--- config.mk ---
export PLATFORM = sky130hd
export DESIGN_NAME = lsu_lane_align
export DESIGN_NICKNAME = d
export VERILOG_FILES = /design/src/rtl/lsu_lane_pkg.sv /design/src/rtl/lsu_load_extract.sv /design/src/rtl/lsu_store_place.sv /design/src/rtl/lsu_lane_align.sv
export SDC_FILE = /design/constraint.sdc
export NUM_CORES = 1
export LEC_CHECK = 0
export BUFFER_PORTS_ARGS = -buffer_cell sky130_fd_sc_hd__buf_2
export CORE_MARGIN = 2
export CORE_UTILIZATION = 43
export DETAILED_ROUTE_END_ITERATION = 12
export MAX_ROUTING_LAYER = met4
export PLACE_DENSITY_LB_ADDON = 0.1
export RECOVER_POWER = 25
export SETUP_SLACK_MARGIN = 0.05
export SYNTH_ARGS = -nofsm -noshare
export SYNTH_HDL_FRONTEND = slang
export SYNTH_HIERARCHICAL = 1
export SYNTH_SLANG_ARGS = --single-unit
--- constraint.sdc ---
create_clock -name vclk -period 3.6
set_input_delay 0.18 -clock vclk [all_inputs]
set_output_delay 0.18 -clock vclk [all_outputs]
set_load 0.005 [all_outputs]
--- src/rtl/lsu_lane_pkg.sv ---
package lsu_lane_pkg;

    localparam int unsigned BYTE_W = 8;
    localparam int unsigned HALF_W = 16;

    typedef enum logic [2:0] {
        ACC_BYTE   = 3'b000,
        ACC_HALF   = 3'b001,
        ACC_WORD   = 3'b010,
        ACC_BYTE_U = 3'b100,
        ACC_HALF_U = 3'b101
    } acc_kind_e;

endpackage

--- src/rtl/lsu_load_extract.sv ---
module lsu_load_extract
    import lsu_lane_pkg::*;
#(
    parameter int unsigned XLEN = 32
) (
    input  logic                         ld_en,
    input  logic [2:0]                   width_code,
    input  logic [$clog2(XLEN/8)-1:0]    addr_lo,
    input  logic [XLEN-1:0]              rd_word,
    output logic [XLEN-1:0]              ld_result
);
    localparam int unsigned NBYTES = XLEN / BYTE_W;
    localparam int unsigned NHALF  = NBYTES / 2;
    localparam int unsigned LANE_W = $clog2(NBYTES);

    logic [BYTE_W-1:0] byte_lane [NBYTES];
    logic [HALF_W-1:0] half_lane [NHALF];

    for (genvar gi = 0; gi < NBYTES; gi++) begin : g_byte
        assign byte_lane[gi] = rd_word[gi*BYTE_W +: BYTE_W];
    end

    for (genvar gh = 0; gh < NHALF; gh++) begin : g_half
        assign half_lane[gh] = rd_word[gh*HALF_W +: HALF_W];
    end

    logic [BYTE_W-1:0] pick_byte;
    logic [HALF_W-1:0] pick_half;

    assign pick_byte = byte_lane[addr_lo];
    assign pick_half = half_lane[addr_lo[LANE_W-1:1]];

    always_comb begin
        ld_result = '0;
        if (ld_en) begin
            unique case (width_code)
                ACC_BYTE:   ld_result = {{(XLEN-BYTE_W){pick_byte[BYTE_W-1]}}, pick_byte};
                ACC_BYTE_U: ld_result = {{(XLEN-BYTE_W){1'b0}}, pick_byte};
                ACC_HALF:   ld_result = {{(XLEN-HALF_W){pick_half[HALF_W-1]}}, pick_half};
                ACC_HALF_U: ld_result = {{(XLEN-HALF_W){1'b0}}, pick_half};
                ACC_WORD:   ld_result = rd_word;
                default:    ld_result = '0;
            endcase
        end
    end
endmodule

--- src/rtl/lsu_store_place.sv ---
module lsu_store_place
    import lsu_lane_pkg::*;
#(
    parameter int unsigned XLEN = 32
) (
    input  logic                         st_en,
    input  logic [2:0]                   width_code,
    input  logic [$clog2(XLEN/8)-1:0]    addr_lo,
    input  logic [XLEN-1:0]              st_src,
    output logic [XLEN-1:0]              wr_word,
    output logic [XLEN/8-1:0]            wr_strobe
);
    localparam int unsigned NBYTES = XLEN / BYTE_W;
    localparam int unsigned LANE_W = $clog2(NBYTES);

    logic is_byte, is_half, is_word;

    always_comb begin
        is_byte = 1'b0;
        is_half = 1'b0;
        is_word = 1'b0;
        if (st_en) begin
            unique case (width_code)
                ACC_BYTE: is_byte = 1'b1;
                ACC_HALF: is_half = 1'b1;
                ACC_WORD: is_word = 1'b1;
                default:  ;
            endcase
        end
    end

    for (genvar gi = 0; gi < NBYTES; gi++) begin : g_lane
        localparam logic [LANE_W-1:0] LANE_IDX = LANE_W'(gi);
        localparam int unsigned HALF_SRC = gi % 2;

        logic hit;
        logic [BYTE_W-1:0] lane_data;

        always_comb begin
            hit       = 1'b0;
            lane_data = '0;
            if (is_word) begin
                hit       = 1'b1;
                lane_data = st_src[gi*BYTE_W +: BYTE_W];
            end else if (is_half) begin
                hit       = (addr_lo[LANE_W-1:1] == LANE_IDX[LANE_W-1:1]);
                lane_data = st_src[HALF_SRC*BYTE_W +: BYTE_W];
            end else if (is_byte) begin
                hit       = (addr_lo == LANE_IDX);
                lane_data = st_src[BYTE_W-1:0];
            end
        end

        assign wr_strobe[gi]                = hit;
        assign wr_word[gi*BYTE_W +: BYTE_W] = hit ? lane_data : '0;
    end
endmodule

--- src/rtl/lsu_lane_align.sv ---
module lsu_lane_align
    import lsu_lane_pkg::*;
#(
    parameter int unsigned XLEN = 32
) (
    input  logic                         ld_en,
    input  logic                         st_en,
    input  logic [2:0]                   width_code,
    input  logic [$clog2(XLEN/8)-1:0]    addr_lo,
    input  logic [XLEN-1:0]              rd_word,
    output logic [XLEN-1:0]              ld_result,
    input  logic [XLEN-1:0]              st_src,
    output logic [XLEN-1:0]              wr_word,
    output logic [XLEN/8-1:0]            wr_strobe
);
    lsu_load_extract #(.XLEN(XLEN)) u_load (
        .ld_en      (ld_en),
        .width_code (width_code),
        .addr_lo    (addr_lo),
        .rd_word    (rd_word),
        .ld_result  (ld_result)
    );

    lsu_store_place #(.XLEN(XLEN)) u_store (
        .st_en      (st_en),
        .width_code (width_code),
        .addr_lo    (addr_lo),
        .st_src     (st_src),
        .wr_word    (wr_word),
        .wr_strobe  (wr_strobe)
    );
endmodule

# Word-level counts from Yosys, hierarchy flattened
# Index checks and enable logic that the tools add are counted.
[totals] register_bits=0 inputBits=71 wordCells=51
[op_classes] magnitude_cmp=2 muxes=37 eq_ne=7 n_reduce_logical=2 bitwise=3
[op_table] operator="$pmux W32 S5" count=1
[op_table] operator="$mux W8" count=13
[op_table] operator="$mux W16" count=3
[op_table] operator="$mux W32" count=1
[op_table] operator="$mux W1" count=18
[op_table] operator="$bmux W8 S2" count=1
[op_table] operator="$eq A3 B3 Y1 const B" count=2
[op_table] operator="$eq A2 B2 Y1 const B" count=2
[op_table] operator="$eq A3 B1 Y1 const B" count=1
[op_table] operator="$eq A3 B2 Y1 const B" count=1
[op_table] operator="$ge A3 B3 Y1 const B" count=1
[op_table] operator="$logic_not A3 Y1" count=1
[op_table] operator="$not A2 Y3" count=1
[op_table] operator="$eq A2 B1 Y1 const B" count=1
[op_table] operator="$ge A2 B2 Y1 const B" count=1
[op_table] operator="$logic_not A2 Y1" count=1
[op_table] operator="$not A1 Y2" count=1
[op_table] operator="$not A1 Y1" count=1

# Longest topological paths before layout
# Gate-level depths: netlist (run 1).
[depth] word_depth=7 depth_mapped=6 ltp_nobuf=3

# Modules after synthesis
# The synthesis (run 1) kept the hierarchy.
[modules_own_cells] module="lsu_store_place" n_inst=1 cells_per_inst=118 area_each_um2=830.8
[modules_own_cells] module="lsu_load_extract" n_inst=1 cells_per_inst=116 area_each_um2=755.7

# Worst setup path after synthesis (run 1)
# No wires, ideal clock.
[synth_path] path_kind="input to output" startpoint="input addr_lo[1]" endpoint="output ld_result[20]" path_buffers=2 arrival_ns=1.545 path_slack_ns=1.875 cell_stages=5 required_time_ns=3.420 cell_sequence="buf_6 > mux2_4 > a222oi_1 > buf_6 > a21oi_1"
[synth_between] elab_chain_len=6 elab_cells_between_ends=10 classes_between="8 x mux; 2 x bitwise"
[synth_lines] element="start, declared" line_no="lsu_lane_align.sv:9" text="input logic [$clog2(XLEN/8)-1:0] addr_lo,"
[synth_lines] element="$not A2 Y3 (implied by the code) or $not A1 Y2 (tied branches)" line_no="lsu_load_extract.sv:30, lsu_load_extract.sv:31"
[synth_lines] element="$bmux W8 S2 or $mux W16 (tied branches)" line_no="lsu_load_extract.sv:30, lsu_load_extract.sv:31"
[synth_lines] element="$mux W8 (implied by the code) or $mux W16 (tied branches) (2 in a row)" line_no="lsu_load_extract.sv:30, lsu_load_extract.sv:31"
[synth_lines] element="$pmux W32 S5 *" line_no="lsu_load_extract.sv:36" text="unique case (width_code)"
[synth_lines] element="$mux W32 *" line_no="lsu_load_extract.sv:35" text="if (ld_en) begin"
[synth_lines] element="end, declared" line_no="lsu_lane_align.sv:11" text="output logic [XLEN-1:0] ld_result,"
# Every way passes the cells marked *; elsewhere a longest branch is shown, timed or not. The select of a mux whose other input is x is not followed.

# Worst setup path after layout (run 1)
[layout_path] startpoint="input addr_lo[1]" endpoint="output ld_result[24]"
# Same word-level chain as after synthesis.

==> results.md, run 1 <==
* Xor/xnor share of the synthesized area at 0%
* Net count after synthesis at just over 300
* Simple-Gate Fraction of Synth Area at 34.86%
* Peak ir drop on the vdd network at 0.07724 mV
* Flip-flop and latch count at 0
* CP Data Required Time at about 3.4 ns
* Shortest clock period the worst path allows after layout at 2.611 ns
* Top cell type's share of synthesized area at 15.14%
* Horiz. Die Dim at approximately 65 um
* Post-synthesis mux area share at a little over an eighth
* Count of cell types in the netlist at 36
* Total Power Consumption at between 0.2 and 0.25 mW
* Syn Inst Count at 234
* Yosys warnings at 6
* Cell-by-cell listing of the critical path: clkbuf_1 > mux2_4 > a222oi_1 > buf_4 > a21oi_1 > buf_2
* Final setup TNS at 0 ns
* Gr usage total at approximately 24%
* Final hold violations at 0
* Antenna-violating nets left at 0
* Count of max-cap constraint violations at 0
* Number of buffers inserted by port buffering at roughly 140
* Via density per instance at 5.389
* Register area at 0 um2
* Drt first-iter violations at 150
* Number of diodes at 0
* Min-Delay Path Depth at 4
* Cell Area, Synth at approximately 1600 um2
* Antenna violations before repair at 0
* Half-perimeter wire length after placement at between 4000 and 5000 um
* Hold buffer count at CTS at 0
* Biggest area consumer among synthesized cells: sky130_fd_sc_hd__a21oi_1
* Outcome: complete, no violations
* Post-CTS Resized at 0
* Leading post-synthesis cells by cell area: sky130_fd_sc_hd__a21oi_1 15%, sky130_fd_sc_hd__nand2_1 12%, sky130_fd_sc_hd__mux2i_1 8.8%
* Worst path top cell family by delay: buffers and inverters
* DR WL/cell at about 13 um
* Number of endpoints failing setup at the final stage at 0
* P&R area growth vs syn at 38.41%
* Congestion Overflow GR at 0
* Number of global-route vias before repair at around 1900
* Critical path buffers and inverters at 3
* TritonRoute pass-1 iters at 4
* Slowest CP cell: sky130_fd_sc_hd__clkbuf_1
* Final net count at 426
* Area of the die at 4191 um2
* Post-detailed-routing wire length at around 5300 um
* Mean post-synth cell area at between 6 and 7 um2
* Highest clock frequency the design can meet at ~0.38 GHz
* Initial Util at a little over two fifths
* Max-Slew Margin vs Limit at approximately 3.6%
* Kind of end point of the critical path: output pin
* Fraction of the cycle the final worst path needs at 72.54%
* Arrival time at the worst endpoint at around 2.4 ns
* Setup repair after global routing missed its margin: no
* Kind of start point of the critical path: input pin
* Capture endpoint of the worst hold path: ld_result[30]
* Worst Hold Launch: rd_word[30]
* Share of layout cells above drive strength 1 at about 46%
* Setup Fix Bufs, Post-CTS at 0
* Maximum number of pins on one net before global-route repair at between 40 and 50
* Clock buffer cells at 0
* Cell row count at 22
* Leakage power total at between 1 and 1.5 nW
* Number of I/O pins at roughly 140
* Post-synthesis sequential area ratio at 0%
* Final number of max-transition violations at 0
* Classification of the worst-slack hold path: input pin to output pin
* Main combinational cell family by area after synthesis: compound AO/OA/AOI/OAI gates
* DRC violation count after routing at 0
* Crit path kind: input pin to output pin
* Slew at the pin closest to its max-slew limit at ~1.4 ns
* Critical path peak fanout at 23
* Vias after detailed routing at ~2200
* Fraction of the mapped netlist area in adder cells at 0%
* Die span in y at about 65 um
* Maximum cell stage delay along the critical path at ~1.0 ns
* Area of the core at between 3000 and 4000 um2
* Global-route wire length before repair at around 8300 um
* Area fraction in compound gates after synthesis at 41.88%
* Global placer's final weighted congestion at 0.7831
* Power density of the placed cells at 102.4 nW/um2
[report_power, final]
group | switching [mW] | total (mW) | internal [mW]
Clock | 0 | 0 | 0
Sequential | 0 | 0 | 0
Combinational | 0.121 | 0.225 | 0.104
Total | 0.121 | 0.225 | 0.104
[metal layers]
layer / wire length (um) / GRT usage, % / part of all wire (%) / up-vias
li1: - / - / - / 1101
met4: 36 / 2.394 / 0.68 / 0
met1: 2380 / 29.75 / 45 / 963
met5: 0 / - / 0 / -
met2: 2536 / 45.23 / 48 / 93
met3: 359 / 0.5208 / 6.8 / 4
[placed cells by master (no fill, tap or decap), types with 2 or more instances in the layout]
| master | instances |
|---|---|
| sky130_fd_sc_hd__a21o_1 | 16 |
| sky130_fd_sc_hd__a21oi_1 | 48 |
| sky130_fd_sc_hd__a21oi_4 | 2 |
| sky130_fd_sc_hd__a22oi_1 | 11 |
| sky130_fd_sc_hd__a2bb2oi_1 | 7 |
| sky130_fd_sc_hd__buf_2 | 127 |
| sky130_fd_sc_hd__buf_4 | 3 |
| sky130_fd_sc_hd__clkbuf_1 | 6 |
| sky130_fd_sc_hd__clkbuf_2 | 6 |
| sky130_fd_sc_hd__inv_1 | 3 |
| sky130_fd_sc_hd__mux2_2 | 3 |
| sky130_fd_sc_hd__mux2i_1 | 14 |
| sky130_fd_sc_hd__nand2_1 | 52 |
| sky130_fd_sc_hd__nand2b_1 | 10 |
| sky130_fd_sc_hd__nor2_1 | 2 |
| sky130_fd_sc_hd__nor2b_1 | 3 |
| sky130_fd_sc_hd__nor3_1 | 2 |
| sky130_fd_sc_hd__nor3_2 | 8 |
| sky130_fd_sc_hd__nor3b_2 | 9 |
| sky130_fd_sc_hd__o211ai_1 | 2 |
| sky130_fd_sc_hd__o32a_1 | 7 |
[per-stage QoR]
stage	instances	hold slack, ns	cell area, um2	utilization [%]	worst slack, ns
finish	401	0.6763	2196	60.90	0.9885
global route	401	0.6974	2196	60.90	0.7860
CTS	401	0.6772	2223	61.66	1.542
detailed placement	401	0.6748	2223	61.66	1.545
global placement	401	0.6805	2223	61.66	1.558
floorplan	234	0.4556	1587	-	1.875
[cell type report]
| class | instances | area (um2) |
|---|---|---|
| multi-input combinational | 208 | 1414 |
| fill | 402 | 1410 |
| timing repair buffer | 142 | 710.7 |
| tap | 48 | 60.06 |
| inverter | 3 | 11.26 |
[logic make-up (layout without fill, tap and decap cells)]
| logic type | after synthesis | in the layout |
|---|---|---|
| muxes | 19 | 19 |
| AOI/OAI and AO/OA | 97 | 97 |
| buffers and inverters | 26 | 145 |
| and+or+nand+nor | 92 | 92 |
[cells in the mapped netlist (2+ instances only)]
master and count:
sky130_fd_sc_hd__nor3b_1 2, sky130_fd_sc_hd__nor3_1 2, sky130_fd_sc_hd__o32a_1 7, sky130_fd_sc_hd__a21oi_4 2, sky130_fd_sc_hd__nand2_1 50, sky130_fd_sc_hd__nor3_2 8
sky130_fd_sc_hd__a21oi_1 48, sky130_fd_sc_hd__nor3b_2 8, sky130_fd_sc_hd__o211ai_2 2, sky130_fd_sc_hd__buf_4 5, sky130_fd_sc_hd__mux2_2 3, sky130_fd_sc_hd__inv_1 3
sky130_fd_sc_hd__nand2b_1 10, sky130_fd_sc_hd__a21o_1 16, sky130_fd_sc_hd__buf_6 5, sky130_fd_sc_hd__nor2_1 2, sky130_fd_sc_hd__a2bb2oi_1 7, sky130_fd_sc_hd__nor2b_1 3
sky130_fd_sc_hd__buf_2 3, sky130_fd_sc_hd__a22oi_1 11, sky130_fd_sc_hd__mux2i_1 14, sky130_fd_sc_hd__clkbuf_1 9
[worst max-delay path by stage]
stage,start,end,slack [ns],depth (start not counted)
global placement,addr_lo[1],ld_result[24],1.56,6
finish,addr_lo[1],ld_result[24],0.99,6
floorplan,addr_lo[1],ld_result[20],1.87,5
global route,addr_lo[1],ld_result[24],0.79,6
CTS,addr_lo[1],ld_result[24],1.54,6
detailed placement,addr_lo[1],ld_result[24],1.55,6
Power figures use the tool's default switching activity.
==> run 2, diff against run 1 <==
CORE_UTILIZATION = 36   (was 43)
clock period = 2.1 ns   (was 3.6 ns; I/O delays follow)
==> run 2 against run 1 <==
Combinational power is 73% higher. Die area is 18% higher. Core utilization is 9.3 points lower. Routed wire length is 7.4% higher. Hold slack worse by 0.15 ns. Setup slack worse by 0.60 ns. Critical path depth is 1 lower. Final cell count is 2.2% higher. Sequential share of layout area stayed put. Sequential cell count stayed put.
==> results.md, run 2 (synthesis gave the netlist of run 1 again) <==
* Filler Cell Count at 475 (+18%)
* Multi-input gate area at 1393 um2 (-1.5%)
* Antenna violations before repair at 0 (unchanged)
* Area of the core at 4294 um2 (+19%)
* Kind of start point of the critical path: input pin
* Leakage power total at 1.138 nW (+2.4%)
* Number of diodes at 0 (unchanged)
* Hold buffer count at CTS at 0 (unchanged)
* Final number of max-transition violations at 0 (unchanged)
* Worst path top cell family by delay: compound AO/OA/AOI/OAI gates
* Antenna-violating nets left at 0 (unchanged)
* Final core utilization at 51.60% (-9.3 points)
* Number of endpoints failing setup at the final stage at 0 (unchanged)
* CP Data Required Time at 2.00 ns (-1.42 ns)
* Drt first-iter violations at 107 (-29%)
* Global placer's final weighted congestion at 0.8433 (+7.7%)
* Final setup TNS at 0 ns (unchanged)
* Max-Slew Margin vs Limit at 42.76% (+39 points)
* Power density of the placed cells at 175.7 nW/um2 (+72%)
* Final hold violations at 0 (unchanged)
* Crit path kind: input pin to output pin
* Highest clock frequency the design can meet at slightly below 0.6 GHz
* Fraction of the cycle the final worst path needs at between 80% and 90%
* Cell-by-cell listing of the critical path: clkbuf_2 > buf_4 > o211ai_1 > a21oi_1 > buf_2
* Total Power Consumption at 0.3893 mW (+73%)
* Critical path peak fanout at 23 (unchanged)
* Slowest CP cell: sky130_fd_sc_hd__o211ai_1
* Maximum number of pins on one net before global-route repair at 24 (-51%)
* Area of the die at 4954 um2 (+18%)
* TritonRoute pass-1 iters at 4 (unchanged)
* DRC violation count after routing at 0 (unchanged)
* Post-CTS Resized at 0 (unchanged)
* Shortest clock period the worst path allows after layout at about 1.7 ns
* Maximum cell stage delay along the critical path at 0.63 ns (-0.40 ns)
* Post-detailed-routing wire length at 5706 um (+7.4%)
* Commonest cells after routing, fill and taps aside: 132 x sky130_fd_sc_hd__buf_2, 50 x sky130_fd_sc_hd__nand2_1, 49 x sky130_fd_sc_hd__a21oi_1
* Clock buffer cells at 0 (unchanged)
* Congestion Overflow GR at 0 (unchanged)
* Critical path buffers and inverters at 3 (unchanged)
* Final net count at 431 (+1.2%)
* Number of global-route vias before repair at 2017 (+6.4%)
* Half-perimeter wire length after placement at 4423 um (+8.0%)
* Global-route wire length before repair at 9149 um (+9.6%)
* Horiz. Die Dim at 70.39 um (+8.7%)
* Via density per instance at 5.376 (-0.25%)
* Filler-free cell count of the finished design at 410 (+2.2%)
* Share of layout cells above drive strength 1 at 46.37% (+0.19 points)
* Flip-flop and latch count at 0 (unchanged)
* Count of max-cap constraint violations at 0 (unchanged)
* Outcome: complete, no violations
* Setup repair after global routing missed its margin: no
* Critical path startpoint: width_code[1]
* Peak ir drop on the vdd network at 0.08365 mV (+8.3%)
* Commonest non-fill, non-tap cell in the layout: sky130_fd_sc_hd__buf_2
* Initial Util at 36.95% (-7.1 points)
* DR WL/cell at 13.92 um (+5.0%)
* Classification of the worst-slack hold path: input pin to output pin
* Kind of end point of the critical path: output pin
* Cell row count at 24 (+9.1%)
* Placed Instances at 410 (+2.2%)
* Gr usage total at 22.11% (-2.0 points)
* Setup Fix Bufs, Post-CTS at 0 (unchanged)
* Register area at 0 um2 (unchanged)
* Arrival time at the worst endpoint at 1.61 ns (-0.82 ns)
* Slew at the pin closest to its max-slew limit at 0.8586 ns (-0.5874 ns)
* Number of buffers inserted by port buffering at 139 (unchanged)
* Vias after detailed routing at 2204 (+2.0%)
* Number of I/O pins at 139 (unchanged)
* P&R area growth vs syn at 39.67%
* Worst Hold Launch: rd_word[6]
* Die span in y at 70.39 um (+8.7%)
## run 2: changes by cell type in the layout (fill, tap and decap cells not counted), sizes merged
cell,before,now
buf,130,139
clkbuf,12,8
## run 2: path summary, 6_finish.rpt
path	end	slack [ns]	depth (start not counted)
setup / recovery	wr_word[29]	0.39	5
hold / removal	ld_result[6]	0.53	4
## run 2: area by class of cell
class | instances | area share [%]
Tap cell | 52 | 2.936
Inverter | 3 | 0.5082
Multi-Input combinational cell | 208 | 62.85
Timing Repair Buffer | 147 | 33.71
## run 2: routing by layer
layer,track usage [%],share of wire (%)
met1,28.36,42
met2,37.95,48
met3,2.020,8.5
met4,4.060,1.1
met5,-,0
## run 2: where the power goes
| part | switching, mW | internal [mW] | total [mW] |
|---|---|---|---|
| combinational | 0.208 | 0.181 | 0.389 |
| clock | 0 | 0 | 0 |
| sequential | 0 | 0 | 0 |
| total | 0.208 | 0.181 | 0.389 |
## run 2: metrics by stage
stage	hold slack, ns	setup WS (ns)	instance area, um2
floorplan	0.3056	0.5245	1587
global placement	0.5258	0.5243	2266
detailed placement	0.5246	0.5162	2266
CTS	0.5270	0.5135	2266
global route	0.5411	0.2099	2216
finish	0.5268	0.3859	2216
